$ cat src/rtl/i2c_rs_pkg.sv
package i2c_rs_pkg;
  typedef enum logic [3:0] {
    ST_IDLE,
    ST_ADDR,
    ST_ADDR_ACK,
    ST_PTR,
    ST_PTR_ACK,
    ST_WR,
    ST_WR_ACK,
    ST_RD,
    ST_RD_ACK,
    ST_SKIP
  } rs_state_t;
endpackage

$ cat src/rtl/i2c_rs_sync.sv
module i2c_rs_sync #(
  parameter int STAGES = 2
) (
  input  logic clk,
  input  logic rst,
  input  logic scl_i,
  input  logic sda_i,
  output logic sda_s,
  output logic scl_rise,
  output logic scl_fall,
  output logic start_det,
  output logic stop_det
);
  logic [STAGES-1:0] scl_pipe, sda_pipe;
  logic scl_s, scl_q, sda_q;

  always_ff @(posedge clk) begin
    if (rst) begin
      scl_pipe <= '1;
      sda_pipe <= '1;
      scl_q    <= 1'b1;
      sda_q    <= 1'b1;
    end else begin
      scl_pipe <= {scl_pipe[STAGES-2:0], scl_i};
      sda_pipe <= {sda_pipe[STAGES-2:0], sda_i};
      scl_q    <= scl_s;
      sda_q    <= sda_s;
    end
  end

  assign scl_s     = scl_pipe[STAGES-1];
  assign sda_s     = sda_pipe[STAGES-1];
  assign scl_rise  = scl_s & ~scl_q;
  assign scl_fall  = ~scl_s & scl_q;
  assign start_det = scl_s & scl_q & sda_q & ~sda_s;
  assign stop_det  = scl_s & scl_q & ~sda_q & sda_s;
endmodule

$ cat src/rtl/i2c_rs_ptr.sv
module i2c_rs_ptr #(
  parameter int              ADDR_W = 7,
  parameter logic [ADDR_W-1:0] WIN_LO = 7'h20,
  parameter logic [ADDR_W-1:0] WIN_HI = 7'h39
) (
  input  logic              clk,
  input  logic              rst,
  input  logic              load,
  input  logic [ADDR_W-1:0] load_val,
  input  logic              inc,
  output logic [ADDR_W-1:0] ptr,
  output logic              in_win
);
  always_ff @(posedge clk) begin
    if (rst)       ptr <= '0;
    else if (load) ptr <= load_val;
    else if (inc)  ptr <= ptr + 1'b1;
  end

  assign in_win = (ptr >= WIN_LO) && (ptr <= WIN_HI);
endmodule

$ cat src/rtl/i2c_rs_fsm.sv
module i2c_rs_fsm
  import i2c_rs_pkg::*;
#(
  parameter int              ADDR_W   = 7,
  parameter logic [6:0]      DEV_ADDR = 7'h1B
) (
  input  logic              clk,
  input  logic              rst,
  input  logic              sda_s,
  input  logic              scl_rise,
  input  logic              scl_fall,
  input  logic              start_det,
  input  logic              stop_det,
  input  logic              in_win,
  input  logic [7:0]        reg_rdata,
  output logic              ptr_load,
  output logic [ADDR_W-1:0] ptr_load_val,
  output logic              ptr_inc,
  output logic              sda_oe,
  output logic              reg_we,
  output logic [7:0]        reg_wdata
);
  localparam int BITS = 8;
  localparam logic [3:0] LAST = 4'(BITS);

  rs_state_t  state;
  logic [3:0] cnt;
  logic [7:0] sh;
  logic [7:0] tx;
  logic       rd_mode;
  logic       acked;
  logic       host_ack;
  logic       bus_evt;

  assign bus_evt      = start_det | stop_det;
  assign ptr_load_val = sh[ADDR_W-1:0];

  always_comb begin
    ptr_load = 1'b0;
    ptr_inc  = 1'b0;
    if (!bus_evt && scl_fall) begin
      case (state)
        ST_PTR_ACK: ptr_load = acked;
        ST_WR_ACK:  ptr_inc  = acked;
        ST_RD:      ptr_inc  = (cnt == LAST);
        default: ;
      endcase
    end
  end

  always_ff @(posedge clk) begin
    if (rst) begin
      state     <= ST_IDLE;
      cnt       <= '0;
      sh        <= '0;
      tx        <= '0;
      rd_mode   <= 1'b0;
      acked     <= 1'b0;
      host_ack  <= 1'b0;
      sda_oe    <= 1'b0;
      reg_we    <= 1'b0;
      reg_wdata <= '0;
    end else begin
      reg_we <= 1'b0;
      if (start_det) begin
        state  <= ST_ADDR;
        cnt    <= '0;
        sda_oe <= 1'b0;
      end else if (stop_det) begin
        state  <= ST_IDLE;
        cnt    <= '0;
        sda_oe <= 1'b0;
      end else begin
        case (state)
          ST_ADDR, ST_PTR, ST_WR: begin
            if (scl_rise && cnt < LAST) begin
              sh  <= {sh[6:0], sda_s};
              cnt <= cnt + 1'b1;
            end else if (scl_fall && cnt == LAST) begin
              cnt <= '0;
              if (state == ST_ADDR) begin
                if (sh[7:1] == DEV_ADDR) begin
                  rd_mode <= sh[0];
                  sda_oe  <= 1'b1;
                  state   <= ST_ADDR_ACK;
                end else begin
                  state <= ST_SKIP;
                end
              end else if (state == ST_PTR) begin
                acked  <= (sh[7:ADDR_W] == '0);
                sda_oe <= (sh[7:ADDR_W] == '0);
                state  <= ST_PTR_ACK;
              end else begin
                acked     <= in_win;
                sda_oe    <= in_win;
                reg_we    <= in_win;
                reg_wdata <= sh;
                state     <= ST_WR_ACK;
              end
            end
          end
          ST_ADDR_ACK: if (scl_fall) begin
            if (rd_mode) begin
              tx     <= reg_rdata;
              sda_oe <= ~reg_rdata[7];
              state  <= ST_RD;
            end else begin
              sda_oe <= 1'b0;
              state  <= ST_PTR;
            end
          end
          ST_PTR_ACK, ST_WR_ACK: if (scl_fall) begin
            sda_oe <= 1'b0;
            state  <= acked ? ST_WR : ST_SKIP;
          end
          ST_RD: begin
            if (scl_rise) begin
              cnt <= cnt + 1'b1;
            end else if (scl_fall) begin
              if (cnt == LAST) begin
                sda_oe <= 1'b0;
                cnt    <= '0;
                state  <= ST_RD_ACK;
              end else begin
                tx     <= {tx[6:0], 1'b0};
                sda_oe <= ~tx[6];
              end
            end
          end
          ST_RD_ACK: begin
            if (scl_rise) begin
              host_ack <= ~sda_s;
            end else if (scl_fall) begin
              if (host_ack) begin
                tx     <= reg_rdata;
                sda_oe <= ~reg_rdata[7];
                state  <= ST_RD;
              end else begin
                state <= ST_SKIP;
              end
            end
          end
          default: ;
        endcase
      end
    end
  end
endmodule

$ cat src/rtl/i2c_regslave.sv
module i2c_regslave #(
  parameter int              SYNC_STAGES = 2,
  parameter int              ADDR_W      = 7,
  parameter logic [6:0]      DEV_ADDR    = 7'h1B,
  parameter logic [ADDR_W-1:0] WIN_LO    = 7'h20,
  parameter logic [ADDR_W-1:0] WIN_HI    = 7'h39
) (
  input  logic              clk,
  input  logic              rst,
  input  logic              scl_i,
  input  logic              sda_i,
  output logic              sda_oe,
  output logic [ADDR_W-1:0] reg_addr,
  output logic [7:0]        reg_wdata,
  output logic              reg_we,
  input  logic [7:0]        reg_rdata
);
  logic sda_s, scl_rise, scl_fall, start_det, stop_det;
  logic ptr_load, ptr_inc, in_win;
  logic [ADDR_W-1:0] ptr_load_val;

  i2c_rs_sync #(.STAGES(SYNC_STAGES)) u_sync (
    .clk(clk), .rst(rst), .scl_i(scl_i), .sda_i(sda_i),
    .sda_s(sda_s), .scl_rise(scl_rise), .scl_fall(scl_fall),
    .start_det(start_det), .stop_det(stop_det)
  );

  i2c_rs_ptr #(.ADDR_W(ADDR_W), .WIN_LO(WIN_LO), .WIN_HI(WIN_HI)) u_ptr (
    .clk(clk), .rst(rst), .load(ptr_load), .load_val(ptr_load_val),
    .inc(ptr_inc), .ptr(reg_addr), .in_win(in_win)
  );

  i2c_rs_fsm #(.ADDR_W(ADDR_W), .DEV_ADDR(DEV_ADDR)) u_fsm (
    .clk(clk), .rst(rst), .sda_s(sda_s), .scl_rise(scl_rise),
    .scl_fall(scl_fall), .start_det(start_det), .stop_det(stop_det),
    .in_win(in_win), .reg_rdata(reg_rdata), .ptr_load(ptr_load),
    .ptr_load_val(ptr_load_val), .ptr_inc(ptr_inc), .sda_oe(sda_oe),
    .reg_we(reg_we), .reg_wdata(reg_wdata)
  );
endmodule

$ cat config.mk
export PLATFORM = sky130hd
export DESIGN_NAME = i2c_regslave
export DESIGN_NICKNAME = d
export VERILOG_FILES = /design/src/rtl/i2c_rs_pkg.sv /design/src/rtl/i2c_rs_sync.sv /design/src/rtl/i2c_rs_ptr.sv /design/src/rtl/i2c_rs_fsm.sv /design/src/rtl/i2c_regslave.sv
export SDC_FILE = /design/constraint.sdc
export NUM_CORES = 1
export LEC_CHECK = 0
export CAP_MARGIN = 15
export CORE_ASPECT_RATIO = 1.75
export CORE_MARGIN = 5
export CORE_UTILIZATION = 36
export DETAILED_ROUTE_END_ITERATION = 16
export PLACE_DENSITY = 0.56
export SKIP_CTS_REPAIR_TIMING = 1
export SLEW_MARGIN = 30
export SYNTH_ARGS = -nofsm -noshare
export SYNTH_HDL_FRONTEND = slang
export SYNTH_SLANG_ARGS = --single-unit
$ cat constraint.sdc
create_clock -name clk -period 2.1 [get_ports clk]
set_clock_uncertainty 0.15 [all_clocks]
set_input_delay 0.525 -clock clk [delete_from_list [all_inputs] [get_ports clk]]
set_output_delay 0.525 -clock clk [all_outputs]
set_load 0.01 [all_outputs]
==> flow_metrics.tcl <==
set metrics [dict create \
    drt_wl_total_mm 6.05 \
    synth_nets 298 \
    syn2layout_area_growth_pct 23.4 \
    antenna_found_initial 0 \
    p_per_area_nw_per_um2 589 \
    critPathCaptureType "primary output" \
    ys_seq_area_share_pct 38.3 \
    finalHoldViolCount 0 \
    maxSlewHeadroom_pct 68.9 \
    synth-main-ff-cell "dfxtp_1" \
    postRouteAntennaNets 0 \
    rr_worst_depth 5 \
    dieHeight_um 122 \
    regArea_sq_um 982 \
    cp.arrival_ns 1.32 \
    synth_mux_area_share_pct 12.9 \
    rsz0062_at_grt "false" \
    setup_viol_count_final 0 \
    finalCritPeriodShare_pct 95.1 \
    die_x_um 73.8 \
    multi_input_area_sq_um 1460 \
    synthSimpleGateAreaFrac_pct 24.3 \
    min_path_type "register to register" \
    cts_tree "done" \
    portBuffers 28 \
    dpl_cell_area_sq_um 3000 \
    firstDrtPassIters 5 \
    hpwlAfterDp_mm 4.58 \
    gr-total-overflow 0 \
    synth-seq-cells 49 \
    synthArstFlopShare_pct 0 \
    tns_ns 0 \
    synth_edf_count 0 \
    rr_endpoint "u_fsm.sda_oe" \
    num_vias 2129 \
    cts_buffers 5 \
    holdPathEnd "u_sync.sda_pipe[1]" \
    synth_top_family_by_area "simple AND/OR/NAND/NOR gates" \
    status "finished, final reports clean" \
    synth_area_leaders "dfxtp_1, mux2i_1, nor2_1" \
    wl_met3_um 197 \
    wl_per_cell_um 15.1 \
    whs_path_depth 1 \
    wl_met1_mm 2.51 \
    synth_fa_ha_area_share_pct 2.44 \
    fin_nets 333 \
    slowest_stage "clkdlybuf4s50_1" \
    gr-usage-all-layers_pct 14.6 \
    worstPathRequired_ns 1.42 \
    fin_area_sq_um 3160 \
    cap_violations 0 \
    cts_root_buffer "clkbuf_16" \
    viasPerCell 5.31 \
    syn_inst 281 \
    critical-path-top-delay-family "buffers and inverters" \
    rows 40 \
    fin_crit_ns 2.00 \
    irDropWorstVdd_mv 0.551 \
    topRoutingLayerUsed "met4" \
    max_freq_mhz 501 \
    drtIter0Drc 136 \
    clk_latency_ns 0.30 \
    p_leak_nw 1.35 \
    min-delay-start "u_sync.sda_pipe[0]" \
    crit_path_cell_trace "clkdlybuf4s50_1" \
    coreArea_sq_um 6910 \
    grt_max_degree 24 \
    gp_congestion 0.862 \
    diodes 0 \
    cts_num_sinks 49 \
    fin_cells 401 \
    path_clk_slew_ns 0.07 \
    slew_viol_final 0 \
    synth-xor-area-share_pct 2.39 \
    cp.buffers_inverters 1 \
    drc 0 \
    r2r_slack_ns 0.19 \
    ios 29 \
    crit_fanout 6 \
    worst_pin_slew_ns 0.466 \
    met2_length_mm 3.15 \
    synth_compound_area_share_pct 14.8 \
    yosysMostFrequentCell "dfxtp_1" \
    cts_buffer_depth 2 \
    synth_top_cell_area_share_pct 38.3 \
    syn_area_per_cell_sq_um 9.12 \
    grt_pass1_wl_mm 10.1 \
    fillers 705 \
    grt_pass1_vias 2039 \
    syn_area_sq_um 2560 \
    dieArea_sq_um 8980 \
    timing.rr.start "u_fsm.state[1]" \
    synth_top_cells_by_count "dfxtp_1, nor2_1, mux2i_1" \
    start_kind "register" \
    htreeDepth 2 \
    dp_cells 393 \
    synth_cell_types 53 \
    slowest_delay_ns 0.59 \
    drive_gt1_share_pct 13.9 \
    start_util_pct 37.1 \
    yosys.area.top_type "dfxtp_1" \
    path_class "register to primary output" \
    ys_warn_count 0 \
]
[per-stage QoR]
stage                     util (%)  hold slack, ns  power [W]  setup WS [ns]
after floorplan                  -           0.239   0.000994          0.292
after global placement        43.5           0.242    0.00103          0.115
after detailed placement      43.5           0.242    0.00103          0.134
after CTS                     45.7           0.258    0.00188         0.0365
after global routing          45.8           0.266    0.00193         0.0382
final                         45.8           0.258    0.00186          0.104
[worst reg2reg max path, delay by kind of cell (launching register included)]
family / cells / cell delay, ns
AO/OA/AOI/OAI: 1 / 0.10
multiplexers: 1 / 0.22
flip-flops: 1 / 0.45
AND/OR/NAND/NOR: 3 / 0.92
[final cells by class]
cell class,count,share of cell area [%]
multi-input cells,208,46.2
inverters,7,0.831
clock inverters,2,0.554
flip-flops and latches,49,31.1
clock buffers,6,4.39
well taps,84,3.32
repair buffers,45,13.7
[placed cells by master (no fill, tap or decap), types with 3 or more instances in the layout]
cell type        netlist  final
mux2i_1               32     32
nor2b_1                9      9
a211oi_1               6      6
and3b_1                4      4
xor2_1                 5      5
clkdlybuf4s50_1        0     28
a222oi_1               4      4
or2_2                  8      8
nor3_1                 4      4
nand3b_1               4      4
o21ai_0                6      6
buf_4                  1     15
nand2_1                6      6
dfxtp_1               49     48
o21ai_1                3      3
and3_1                 3      3
nand3_1                8      8
clkbuf_16              0      5
o211ai_1               3      3
nand2b_1               7      7
or3_1                  3      3
nor2_1                45     44
a21oi_1                8      8
ha_1                   5      5
inv_1                  7      7
[state kept, by name (all words and copies together) (netlist names)]
register	flops
u_fsm.state	4
u_sync.sda_pipe	2
u_fsm.reg_we	1
u_sync.sda_q	1
u_sync.scl_q	1
u_fsm.tx	7
u_fsm.sh	8
u_fsm.host_ack	1
u_fsm.rd_mode	1
u_fsm.acked	1
u_fsm.sda_oe	1
u_fsm.reg_wdata	8
u_sync.scl_pipe	2
u_fsm.cnt	4
u_ptr.ptr	7
[worst max path at each step]
stage | endpoint | cells after the start | startpoint
global route | reg_addr[0] | 1 | u_ptr.ptr[0]
detailed placement | u_fsm.reg_wdata[4] | 8 | u_fsm.cnt[0]
global placement | u_fsm.reg_wdata[5] | 8 | u_fsm.cnt[0]
floorplan | u_fsm.sda_oe | 7 | u_ptr.ptr[1]
finish | reg_addr[0] | 1 | u_ptr.ptr[0]
CTS | reg_addr[2] | 1 | u_ptr.ptr[2]
[power breakdown]
group	internal, W	switching (W)	total, W
clock network	0.000481	0.000372	0.000853
logic	0.0000370	0.0000332	0.0000702
registers	0.000934	0.00000508	0.000939
[cell families (layout without fill, tap and decap cells)]
family	after synthesis	in the layout
simple gates	112	112
compound gates	51	51
flops	49	49
mux	33	33
buf+inv	24	60
xor+xnor	7	7
fa+ha+maj	5	5
[layer usage]
| metal | vias to the layer above | global-route usage [%] |
|---|---|---|
| li1 | 1081 | - |
| met1 | 998 | 16.6 |
| met2 | 39 | 24.7 |
| met3 | 11 | 3.06 |
| met4 | 0 | 7.71 |
| met5 | - | 0 |
No activity file was read; power rests on OpenSTA's default activity.
